==> src/rtl/cfg_space_pkg.sv <==
package cfg_space_pkg;
  typedef enum logic [1:0] {KS_LOCKED, KS_HALF, KS_OPEN} key_state_e;

  localparam logic       PORT_INDEX = 1'b0;
  localparam logic       PORT_DATA  = 1'b1;

  localparam logic [7:0] IX_LDN     = 8'h07;
  localparam logic [7:0] IX_CHIP_HI = 8'h20;
  localparam logic [7:0] IX_CHIP_LO = 8'h21;
  localparam logic [7:0] IX_VEND_HI = 8'h23;
  localparam logic [7:0] IX_VEND_LO = 8'h24;
  localparam logic [7:0] IX_DEV_EN  = 8'h30;
  localparam logic [7:0] IX_BASE_HI = 8'h60;
  localparam logic [7:0] IX_BASE_LO = 8'h61;
  localparam logic [7:0] IX_IRQ     = 8'h70;
endpackage

==> src/rtl/cfg_key_fsm.sv <==
module cfg_key_fsm
  import cfg_space_pkg::*;
#(
  parameter logic [7:0] KEY_ON  = 8'h87,
  parameter logic [7:0] KEY_OFF = 8'hAA
) (
  input  logic       clk_i,
  input  logic       rst_ni,
  input  logic       idx_wr_i,
  input  logic [7:0] wdata_i,
  output logic       open_o,
  output logic [7:0] index_o
);
  key_state_e state_q, state_d;
  logic [7:0] index_q;

  always_comb begin
    state_d = state_q;
    if (idx_wr_i) begin
      unique case (state_q)
        KS_LOCKED: state_d = (wdata_i == KEY_ON) ? KS_HALF : KS_LOCKED;
        KS_HALF:   state_d = (wdata_i == KEY_ON) ? KS_OPEN : KS_LOCKED;
        KS_OPEN:   state_d = (wdata_i == KEY_OFF) ? KS_LOCKED : KS_OPEN;
        default:   state_d = KS_LOCKED;
      endcase
    end
  end

  always_ff @(posedge clk_i or negedge rst_ni) begin
    if (!rst_ni) begin
      state_q <= KS_LOCKED;
      index_q <= 8'h00;
    end else begin
      state_q <= state_d;
      if (idx_wr_i && state_q == KS_OPEN && wdata_i != KEY_OFF) index_q <= wdata_i;
    end
  end

  assign open_o  = (state_q == KS_OPEN);
  assign index_o = index_q;

  // opening is only ever reached from the half-unlocked state
  p_two_keys_r2: assert property (@(posedge clk_i) disable iff (!rst_ni)
    (state_q == KS_OPEN && $past(state_q) != KS_OPEN) |-> $past(state_q) == KS_HALF);

  p_lock_key_r3: assert property (@(posedge clk_i) disable iff (!rst_ni)
    (open_o && idx_wr_i && wdata_i == KEY_OFF) |=> !open_o);
endmodule

==> src/rtl/cfg_dev_bank.sv <==
module cfg_dev_bank
  import cfg_space_pkg::*;
#(
  parameter int NUM_DEV = 8
) (
  input  logic                   clk_i,
  input  logic                   rst_ni,
  input  logic                   dat_wr_i,
  input  logic [7:0]             index_i,
  input  logic [7:0]             ldn_i,
  input  logic [7:0]             wdata_i,
  output logic [7:0]             rdata_o,
  output logic [NUM_DEV-1:0]     dev_en_o,
  output logic [16*NUM_DEV-1:0]  dev_base_o,
  output logic [8*NUM_DEV-1:0]   dev_irq_o
);
  localparam int SEL_W = (NUM_DEV > 1) ? $clog2(NUM_DEV) : 1;

  logic             ldn_ok;
  logic [SEL_W-1:0] sel;
  logic             en_q  [NUM_DEV];
  logic [7:0]       hi_q  [NUM_DEV];
  logic [7:0]       lo_q  [NUM_DEV];
  logic [7:0]       irq_q [NUM_DEV];

  assign ldn_ok = (32'(ldn_i) < NUM_DEV);
  assign sel    = ldn_i[SEL_W-1:0];

  for (genvar k = 0; k < NUM_DEV; k++) begin : g_dev
    logic wr_k;
    assign wr_k = dat_wr_i && ldn_ok && (sel == SEL_W'(k));

    always_ff @(posedge clk_i or negedge rst_ni) begin
      if (!rst_ni) begin
        en_q[k]  <= 1'b0;
        hi_q[k]  <= 8'h00;
        lo_q[k]  <= 8'h00;
        irq_q[k] <= 8'h00;
      end else if (wr_k) begin
        if (index_i == IX_DEV_EN)  en_q[k]  <= wdata_i[0];
        if (index_i == IX_BASE_HI) hi_q[k]  <= wdata_i;
        if (index_i == IX_BASE_LO) lo_q[k]  <= wdata_i;
        if (index_i == IX_IRQ)     irq_q[k] <= wdata_i;
      end
    end

    assign dev_en_o[k]           = en_q[k];
    assign dev_base_o[16*k +: 16] = {hi_q[k], lo_q[k]};
    assign dev_irq_o[8*k +: 8]    = irq_q[k];

    p_bank_isolation_r6: assert property (@(posedge clk_i) disable iff (!rst_ni)
      !$stable({en_q[k], hi_q[k], lo_q[k], irq_q[k]}) |-> $past(ldn_i) == 8'(k));
  end

  always_comb begin
    rdata_o = 8'h00;
    if (ldn_ok) begin
      unique case (index_i)
        IX_DEV_EN:  rdata_o = {7'b0, en_q[sel]};
        IX_BASE_HI: rdata_o = hi_q[sel];
        IX_BASE_LO: rdata_o = lo_q[sel];
        IX_IRQ:     rdata_o = irq_q[sel];
        default:    rdata_o = 8'h00;
      endcase
    end
  end
endmodule

==> src/rtl/cfg_index_port.sv <==
module cfg_index_port
  import cfg_space_pkg::*;
#(
  parameter int          NUM_DEV   = 8,
  parameter logic [15:0] CHIP_ID   = 16'h0A15,
  parameter logic [15:0] VENDOR_ID = 16'h3C71,
  parameter logic [7:0]  KEY_ON    = 8'h87,
  parameter logic [7:0]  KEY_OFF   = 8'hAA
) (
  input  logic                  clk_i,
  input  logic                  rst_ni,
  input  logic                  wr_i,
  input  logic                  port_sel_i,
  input  logic [7:0]            wdata_i,
  output logic [7:0]            rdata_o,
  output logic [NUM_DEV-1:0]    dev_en_o,
  output logic [16*NUM_DEV-1:0] dev_base_o,
  output logic [8*NUM_DEV-1:0]  dev_irq_o
);
  logic       open, idx_wr, dat_wr;
  logic [7:0] index, ldn_q, bank_rdata;

  assign idx_wr = wr_i && (port_sel_i == PORT_INDEX);
  assign dat_wr = wr_i && (port_sel_i == PORT_DATA) && open;

  cfg_key_fsm #(.KEY_ON(KEY_ON), .KEY_OFF(KEY_OFF)) u_key (
    .clk_i, .rst_ni, .idx_wr_i(idx_wr), .wdata_i,
    .open_o(open), .index_o(index)
  );

  always_ff @(posedge clk_i or negedge rst_ni) begin
    if (!rst_ni)                         ldn_q <= 8'h00;
    else if (dat_wr && index == IX_LDN)  ldn_q <= wdata_i;
  end

  cfg_dev_bank #(.NUM_DEV(NUM_DEV)) u_bank (
    .clk_i, .rst_ni, .dat_wr_i(dat_wr), .index_i(index), .ldn_i(ldn_q),
    .wdata_i, .rdata_o(bank_rdata), .dev_en_o, .dev_base_o, .dev_irq_o
  );

  always_comb begin
    if (!open) rdata_o = 8'hFF;
    else begin
      unique case (index)
        IX_LDN:     rdata_o = ldn_q;
        IX_CHIP_HI: rdata_o = CHIP_ID[15:8];
        IX_CHIP_LO: rdata_o = CHIP_ID[7:0];
        IX_VEND_HI: rdata_o = VENDOR_ID[15:8];
        IX_VEND_LO: rdata_o = VENDOR_ID[7:0];
        default:    rdata_o = bank_rdata;
      endcase
    end
  end

  p_locked_hold_r4: assert property (@(posedge clk_i) disable iff (!rst_ni)
    !open |=> ($stable(dev_en_o) && $stable(dev_base_o) && $stable(dev_irq_o)));

  p_ldn_only_at_select_r6: assert property (@(posedge clk_i) disable iff (!rst_ni)
    !(wr_i && port_sel_i == PORT_DATA && open && index == IX_LDN) |=> $stable(ldn_q));
endmodule

==> config.mk <==
export PLATFORM = sky130hd
export DESIGN_NAME = cfg_index_port
export DESIGN_NICKNAME = d
export VERILOG_FILES = /design/src/rtl/cfg_space_pkg.sv /design/src/rtl/cfg_key_fsm.sv /design/src/rtl/cfg_dev_bank.sv /design/src/rtl/cfg_index_port.sv
export SDC_FILE = /design/constraint.sdc
export NUM_CORES = 1
export LEC_CHECK = 0
export ABC_AREA = 0
export BUFFER_PORTS_ARGS = -buffer_cell sky130_fd_sc_hd__buf_4
export CORE_MARGIN = 3
export CORE_UTILIZATION = 45
export DETAILED_ROUTE_END_ITERATION = 10
export HOLD_SLACK_MARGIN = 0.03
export PLACE_DENSITY = 0.68
export SETUP_SLACK_MARGIN = 0.2
export SKIP_CTS_REPAIR_TIMING = 1
export SLEW_MARGIN = 10
export SYNTH_ARGS = -nofsm -noshare
export SYNTH_HDL_FRONTEND = slang
export SYNTH_HIERARCHICAL = 1
export SYNTH_SLANG_ARGS = --single-unit
==> constraint.sdc <==
create_clock -name clk_i -period 8.12 [get_ports clk_i]
set_input_delay 2.436 -clock clk_i [delete_from_list [all_inputs] [get_ports clk_i]]
set_output_delay 2.436 -clock clk_i [all_outputs]
set_load 0.05 [all_outputs]
# [Word level (Yosys, flattened, before mapping)]
# Cells that the tools add are included.
[totals] ram_bits=0 rom_bits=0 output_inout_bits=208 input_bits=12 memories=0 ff_bits=218 latchBits=0
[classes] reduce_logical=49 addsub=0 n_mux=20 multipliers=0 magnitude_cmp=2 bitwise_logic=2 n_eq_ne=21 shifts=0 div_mod_pow=0
[ops] operator="$bmux 8 s3" n=3
[ops] operator="$mux 8" n=8
[ops] operator="$reduce_and 2->1" n=32
[ops] operator="$eq 8x6->1 const B" n=5
[ops] operator="$pmux 8 s5" n=1
[ops] operator="$pmux 8 s4" n=1
[ops] operator="$eq 8x7->1 const B" n=3
[ops] operator="$eq 8x8->1 const B" n=2
[ops] operator="$logic_and 1x1->1" n=15
[ops] operator="$eq 3x3->1 const B" n=4
[ops] operator="$eq 8x3->1 const B" n=1
[ops] operator="$lt 8x4->1 const B" n=1
[ops] operator="$ne 8x8->1 const B" n=1
[ops] operator="$eq 3x2->1 const B" n=2
[ops] operator="$pmux 2 s3" n=1
[ops] operator="$ge 4x4->1 const B" n=1
[ops] operator="$mux 2" n=2
[ops] operator="$not 3->4" n=1
[ops] operator="$bmux 1 s3" n=1
[ops] operator="$eq 3x1->1 const B" n=1
[ops] operator="$logic_not 3->1" n=1
[ops] operator="$mux 1" n=3
[ops] operator="$eq 2x1->1 const B" n=1
[ops] operator="$eq 2x2->1 const B" n=1
[ops] operator="other kinds (2)" n=2

# [Logic depth before layout (Yosys ltp)]
# Gate-level depths: netlist of run 1.
[logic_depth] ltp_word=8 mapped_depth=9

# [Cells and area by module]
# The synthesis of run 1 kept the hierarchy.
[by_module_without_submodules] module="cfg_dev_bank" cells_each=609 area_per_inst_um2=9452.8 seq_area_each_um2=5004.8 n_inst=1
[by_module_without_submodules] module="cfg_index_port" cells_each=65 area_per_inst_um2=641.9 seq_area_each_um2=200.2 n_inst=1
[by_module_without_submodules] module="cfg_key_fsm" cells_each=31 area_per_inst_um2=457.9 seq_area_each_um2=250.2 n_inst=1

# [Least setup slack after synthesis of run 1]
# OpenSTA, ideal clock, no wires.
[synth_timing] path_kind="register -> output" startpoint="register ldn_q[1]" endpoint="output rdata_o[2]" n_path_buf=3 arrival_ps=2773 t_required_ps=5684 stages_incl_launch_ff=9 setup_slack_ps=2911 cell_sequence="dfrtp_1 > buf_2 > clkbuf_1 > clkbuf_1 > mux4_2 > mux2i_1 > o21ai_0 > inv_1 > o2111ai_1"
[synth_via] elab_chain_len=8
[synth_rtl] item="start: declaration" line="cfg_index_port.sv:21" text="logic [7:0] index, ldn_q, bank_rdata;"
[synth_rtl] item="start signal: assignment" line="cfg_index_port.sv:33" text="else if (dat_wr && index == IX_LDN) ldn_q <= wdata_i;"
[synth_rtl] item="$not 3->4 (not written as such)" line="cfg_dev_bank.sv:60, cfg_dev_bank.sv:61, cfg_dev_bank.sv:62"
[synth_rtl] item="$bmux 8 s3 (on tied branches)" line="cfg_dev_bank.sv:62, cfg_dev_bank.sv:60, cfg_dev_bank.sv:61"
[synth_rtl] item="$mux 8 (on tied branches) (2 in series)" line="cfg_dev_bank.sv:62, cfg_dev_bank.sv:60, cfg_dev_bank.sv:61"
[synth_rtl] item="$pmux 8 s4" line="cfg_dev_bank.sv:58" text="unique case (index_i)"
[synth_rtl] item="$mux 8 (*)" line="cfg_dev_bank.sv:57" text="if (ldn_ok) begin"
[synth_rtl] item="named net bank_rdata[2]" line="cfg_index_port.sv:21"
[synth_rtl] item="$pmux 8 s5 (*)" line="cfg_index_port.sv:44" text="unique case (index)"
[synth_rtl] item="$mux 8 (*)" line="cfg_index_port.sv:42" text="if (!open) rdata_o = 8'hFF;"
[synth_rtl] item="end: declaration" line="cfg_index_port.sv:15" text="output logic [7:0] rdata_o,"
# Mark *: on every way through the listed nets, which the timed path passes. The rest lies on a longest branch. The select of a mux whose other input is x is not followed.

# [Final worst setup path of run 1]
[layout_timing] startpoint="register ldn_q[1]" endpoint="output rdata_o[1]"
# Same word-level chain as after synthesis.

==> results of run 1 <==
-- metrics by stage --
step                std cells  total power, mW  hold slack (ps)
detailed placement       1200             1.33              508
CTS                      1243             2.41              520
global route             1243             2.47              544
global placement         1200             1.33              500
floorplan                 705             1.26              475
finish                   1243             2.39              516
-- power groups by stage --
| stage | Sequential, mW | Combinational (mW) | Clock (mW) |
|---|---|---|---|
| 3_3_place_gp | 1.16 | 0.171 | 0 |
| 3_5_place_dp | 1.16 | 0.173 | 0 |
| 2_1_floorplan | 1.16 | 0.0932 | 0 |
| 5_1_grt | 1.14 | 0.184 | 1.14 |
| 4_1_cts | 1.14 | 0.174 | 1.10 |
| 6_report | 1.14 | 0.172 | 1.08 |
-- worst paths after layout --
check / cells past startpoint / start / end / slack (ps)
max reg2reg: 6 / u_key/state_q[0]$_DFFE_PN0P_ / u_bank/dev_base_o[3]$_DFFE_PN0P_ / 4610
min reg2reg: 1 / ldn_q[7]$_DFFE_PN0P_ / ldn_q[7]$_DFFE_PN0P_ / 520
min: 1 / ldn_q[7]$_DFFE_PN0P_ / ldn_q[7]$_DFFE_PN0P_ / 520
max in group asynchronous: 2 / rst_ni / ldn_q[1]$_DFFE_PN0P_ / 4990
min in group asynchronous: 1 / rst_ni / u_bank/dev_base_o[24]$_DFFE_PN0P_ / 2040
max: 8 / ldn_q[1]$_DFFE_PN0P_ / rdata_o[1] / 2280
-- cells by family (layout without fill, tap and decap cells) --
group | Yosys count | count (layout)
DFF | 218 | 218
muxes | 286 | 286
buffers and inverters | 53 | 278
and+or+nand+nor | 105 | 105
AOI/OAI and AO/OA | 43 | 43
-- area by class of cell --
cell class	instances	share of cell area
flip-flops and latches	218	0.412
multi-input cells	434	0.368
repair buffers	222	0.127
clock buffers	39	0.0564
well taps	313	0.0295
inverters	13	0.00368
clock inverters	4	0.00340
-- registers in the layout, summed over array words and instances (netlist names) --
name               cells
ldn_q                  8
u_bank/dev_base_o    128
u_bank/dev_en_o        8
u_bank/dev_irq_o      64
u_key/index_o          8
u_key/state_q          2
-- Yosys cell counts (5+ instances only) --
library cell  number  area (um2)
clkbuf_1          19        71.3
mux2i_1           26         260
nor2_1             7        26.3
mux2_1            15         169
o21ai_0           12        60.1
mux2_2           197        2220
inv_1             13        48.8
buf_2             12        60.1
nand2_1           14        52.6
nor2b_1            7        43.8
o22a_1             7        61.3
nand3_1            9        45.0
and3_1             6        37.5
a21oi_1            5        25.0
mux4_2            48        1080
nor2_4            17         191
dfrtp_1          218        5460
buf_1              7        26.3
-- worst reg2reg max path, stage by stage, from the launching register on --
cell and delay, ps:
dfrtp_1 410, nor2b_1 480, and3_1 350, nor3b_4 440
nand3_4 270, nor2b_1 1020, mux2_2 430
-- per-layer routing --
layer	routed length, um	share of wire	global-route usage	vias to the layer above
met1	12900	0.42	0.332	3761
met2	15100	0.49	0.394	234
li1	-	-	-	3084
met5	0	0	0	-
met4	666	0.022	0.0553	0
met3	1900	0.062	0.0367	44
==> impl_metrics.tcl, run 1 <==
set metrics [dict create \
    final-seq-area_um2 5460 \
    multi_input_area_um2 4870 \
    synth_top_family_by_area "multiplexers" \
    design_area_um2 13300 \
    netSwitchingPower_uw 567 \
    syn-instance-count 705 \
    final.setup.worst_slack_ps 2280 \
    die_height_um 159 \
    slowest_stage "dfrtp_4" \
    combPwrFrac 0.072 \
    grt_first_pass_wirelength_um 46900 \
    drive_gt1_frac 0.586 \
    min_period_ps 5840 \
    place_area_um2 12500 \
    cpPeakStageDelay_ps 830 \
    synthXorXnorAreaFrac 0 \
    synth-adder-area-share 0 \
    mostFrequentLayoutCells "buf_4, dfrtp_1, mux2_2, mux4_2, mux2i_1" \
    dpl.hpwl_um 21300 \
    p_int_mw 1.82 \
    setup_violations 0 \
    worst-endpoint-required_ps 5680 \
    max_slew_margin 0.181 \
    pwr_density_cell_nw_per_um2 180 \
    status "finished, final reports clean" \
    die_x_um 159 \
    pre_cts_slack_ps 2810 \
    clock_power_share 0.452 \
    synthToLayoutAreaGrowth_pct 25.6 \
    ir_drop_v 0.000144 \
    drt-total-wl_um 30500 \
    crit_arrival_ps 3410 \
    cts.sinks 218 \
    vias 7123 \
    power_leakage_nw 6.37 \
    synth-simple-area-share 0.0779 \
    ant_nets 0 \
    fin_util 0.580 \
    synth_edf_count 0 \
    core_area_um2 22800 \
    fmax_mhz 171 \
    cts_tree "built" \
    clkTransAtPathRegs_ps 60 \
    root_buffer "clkbuf_16" \
    tightestPinTransition_ps 1230 \
    post_drt_wl_per_cell_um 24.5 \
    rsz0062_at_grt "false" \
    ctsLongestPathBuffers 3 \
    end_kind "output pin" \
    cp_top_family "buffers and inverters" \
    maxCapViolCount 0 \
    num_rows 55 \
    num_antenna_cells 0 \
    fin_crit_sh 0.720 \
    io_pins 220 \
    seq_power_share 0.477 \
    switching_share 0.238 \
    grt_antenna_before_repair 0 \
    worstHoldPathType "flip-flop to flip-flop" \
    drc 0 \
    synthMuxAreaShare 0.353 \
    grt_max_degree 113 \
    worstSkewPairLatency_ps 500 \
    layout_commonest_cell "buf_4" \
    grt_use_total 0.237 \
    first_iter_violations 455 \
    crit_fanout 43 \
    path_cells "buf_4 -> mux4_2 -> mux2i_1 -> o22a_1 -> o21ai_0 -> inv_1 -> o221ai_1 -> buf_4" \
    tns_ps 0 \
    critPathKind "flip-flop to output pin" \
    start_util 0.462 \
    worstSetupStartpointType "flip-flop" \
    hold_violations 0 \
    h-tree-depth 1 \
    crit_buf_inv 3 \
    synth_ff_type "dfrtp_1" \
    synth_nets 717 \
    synth_seq_area_share 0.517 \
    slew_violations 0 \
    worst_path_most_repeated_cell "buf_4" \
    yosys_warnings 6 \
    synth_area_um2 10600 \
    gp_congestion 0.843 \
    synth-async-reset-ratio 1.00 \
    nNetsFinal 925 \
    ys_types 57 \
    die_area_um2 25300 \
    avgSynthCellArea_um2 15.0 \
    grt_pass1_vias 7530 \
    io_buffers 219 \
    routed_via_density 5.73 \
    overflow 0 \
    fillers 1921 \
    synth_compound_area_frac 0.0305 \
    skew_ps 7.71 \
    cts_buffers 24 \
    drt_pass1_iterations 5 \
    synth_seq_cells 218 \
]
Power figures use the tool's default switching activity.
==> run 2, diff against run 1 <==
--- a/config.mk
+++ b/config.mk
@@ -11,7 +11,7 @@
 export CORE_UTILIZATION = 45
 export DETAILED_ROUTE_END_ITERATION = 10
 export HOLD_SLACK_MARGIN = 0.03
-export PLACE_DENSITY = 0.68
+export PLACE_DENSITY = 0.7
 export SETUP_SLACK_MARGIN = 0.2
 export SKIP_CTS_REPAIR_TIMING = 1
 export SLEW_MARGIN = 10
==> constraint.sdc (replaced) <==
create_clock -name clk_i -period 4.88 [get_ports clk_i]
set_input_delay 1.464 -clock clk_i [delete_from_list [all_inputs] [get_ports clk_i]]
set_output_delay 1.464 -clock clk_i [all_outputs]
set_load 0.05 [all_outputs]
==> run 2 against run 1 <==
Against the previous run:
- global-route usage grew 0.62 points
- sequential cell count unchanged
- die area unchanged
- sequential share of layout area shrank 0.56 points
- core utilization grew 0.85 points
- sequential power up 66%
- count of clock-buffer cells in the layout fell by 6
- power rose by 68%
- non-clock buffer count rose by 14
- critical path depth unchanged
- worst hold slack worse by 14 ps
- routed wire length grew 4.0%
==> impl_metrics.tcl, run 2 (same netlist as run 1, synthesis figures left out) <==
set metrics [dict create \
    min_period_ps 4550 \
    worstSetupStartpointType "flip-flop" \
    final.setup.worst_slack_ps 325 \
    fin_crit_sh 0.933 \
    h-tree-depth 1 \
    layout_commonest_cell "buf_4" \
    layout.cells.non_filler 1256 \
    design_area_um2 13400 \
    cts_buffers 25 \
    r2r-start "u_key/state_q[1]$_DFFE_PN0P_" \
    worstSkewPairLatency_ps 520 \
    switching_share 0.243 \
    mostFrequentLayoutCells "buf_4, dfrtp_1, mux2_2, mux4_2, mux2i_1" \
    dpl.hpwl_um 21900 \
    hold_violations 0 \
    r2r_slack_ps 1860 \
    vias 7302 \
    crit_arrival_ps 3090 \
    grt_max_degree 105 \
    seq_power_share 0.469 \
    drt-total-wl_um 31700 \
    die_height_um 159 \
    end_kind "output pin" \
    die_x_um 159 \
    largest_register_ff_count 128 \
    combPwrFrac 0.078 \
    setup_violations 0 \
    pre_cts_slack_ps 715 \
    synthToLayoutAreaGrowth_pct 27.4 \
    rsz0062_at_grt "false" \
    power_leakage_nw 6.46 \
    tns_ps 0 \
    cts.sinks 218 \
    reg2reg_depth 6 \
    io_pins 220 \
    start_util 0.462 \
    holdPathStages 1 \
    gp_congestion 0.909 \
    overflow 0 \
    ctsLongestPathBuffers 3 \
    cts_tree "built" \
    place_area_um2 12500 \
    r2r-end "u_bank/dev_base_o[34]$_DFFE_PN0P_" \
    ir_drop_v 0.000230 \
    num_rows 55 \
    ant_nets 0 \
    worstHoldPathType "flip-flop to flip-flop" \
    worst-endpoint-required_ps 3420 \
    skew_ps 20.3 \
    pwr_density_cell_nw_per_um2 299 \
    nNetsFinal 940 \
    clkTransAtPathRegs_ps 60 \
    grt_pass1_vias 7637 \
    hp-start "u_key/state_q[0]$_DFFE_PN0P_" \
    first_iter_violations 543 \
    slew_violations 0 \
    grt_first_pass_wirelength_um 48000 \
    max_slew_margin 0.436 \
    maxCapViolCount 0 \
    drt_pass1_iterations 5 \
    io_buffers 219 \
    root_buffer "clkbuf_16" \
    whs_endpoint "u_key/state_q[0]$_DFFE_PN0P_" \
    core_area_um2 22800 \
    fmax_mhz 220 \
    tightestPinTransition_ps 847 \
    crit_fanout 7 \
    grt_antenna_before_repair 1 \
    post_drt_wl_per_cell_um 25.3 \
    drive_gt1_frac 0.606 \
    dp.cells 1210 \
    clock_power_share 0.453 \
    num_antenna_cells 0 \
    die_area_um2 25300 \
    p_int_mw 3.05 \
    critPathKind "flip-flop to output pin" \
    grt_use_total 0.243 \
    status "finished, final reports clean" \
    netSwitchingPower_uw 977 \
    drc 0 \
    routed_via_density 5.81 \
]
==> run 2: cell count changes in the layout (fill, tap and decap cells not counted), sizes merged <==
cell and change:
bufinv +1, clkbuf -6, clkinvlp +1, clkinv +3
buf +14
==> run 2: worst max-delay path by stage <==
stage | startpoint | to | slack [ps] | cells past startpoint
3_5_place_dp | ldn_q[0]$_DFFE_PN0P_ | rdata_o[5] | 710 | 8
3_3_place_gp | u_key/index_o[2]$_DFFE_PN0P_ | rdata_o[4] | 700 | 8
2_1_floorplan | ldn_q[1]$_DFFE_PN0P_ | rdata_o[2] | 640 | 8
4_1_cts | u_key/index_o[2]$_DFFE_PN0P_ | rdata_o[1] | 140 | 8
5_1_grt | u_key/index_o[3]$_DFFE_PN0P_ | rdata_o[1] | 170 | 8
6_report | u_key/index_o[3]$_DFFE_PN0P_ | rdata_o[2] | 330 | 8
==> run 2: area by class of cell <==
type,count,area [um2]
inverters,13,48.8
clock inverters,9,101
repair buffers,236,1830
multi-input cells,434,4910
fillers,1871,9400
clock buffers,33,696
well taps,313,392
flip-flops and latches,218,5470
==> run 2: power groups by stage <==
stage / clock (mW) / combinational (mW) / sequential, mW
4_1_cts: 1.85 / 0.297 / 1.89
5_1_grt: 1.93 / 0.336 / 1.89
3_5_place_dp: 0 / 0.295 / 1.92
2_1_floorplan: 0 / 0.155 / 1.93
6_report: 1.82 / 0.314 / 1.89
3_3_place_gp: 0 / 0.293 / 1.92
==> run 2: worst max-delay path, stage by stage, from the launching register on <==
cell and delay [ps]:
dfrtp_1 420, or4b_4 590, nor4_4 410, nand2_2 200, o22a_1 250, o21ai_0 70, inv_1 130, o2111ai_1 250
buf_4 240
==> run 2: metal layers <==
| metal | up-vias | global-route usage | part of all wire |
|---|---|---|---|
| met4 | 0 | 0.0609 | 0.020 |
| met2 | 300 | 0.398 | 0.49 |
| li1 | 3112 | - | - |
| met1 | 3849 | 0.335 | 0.41 |
| met3 | 41 | 0.0510 | 0.078 |
| met5 | - | 0 | 0 |
==> run 2: per-stage QoR <==
step / power, mW / hold WS [ps] / utilization
CTS: 4.04 / 511 / 0.584
global placement: 2.22 / 495 / 0.549
finish: 4.02 / 503 / 0.589
detailed placement: 2.22 / 503 / 0.549
global route: 4.16 / 550 / 0.589
floorplan: 2.09 / 475 / -
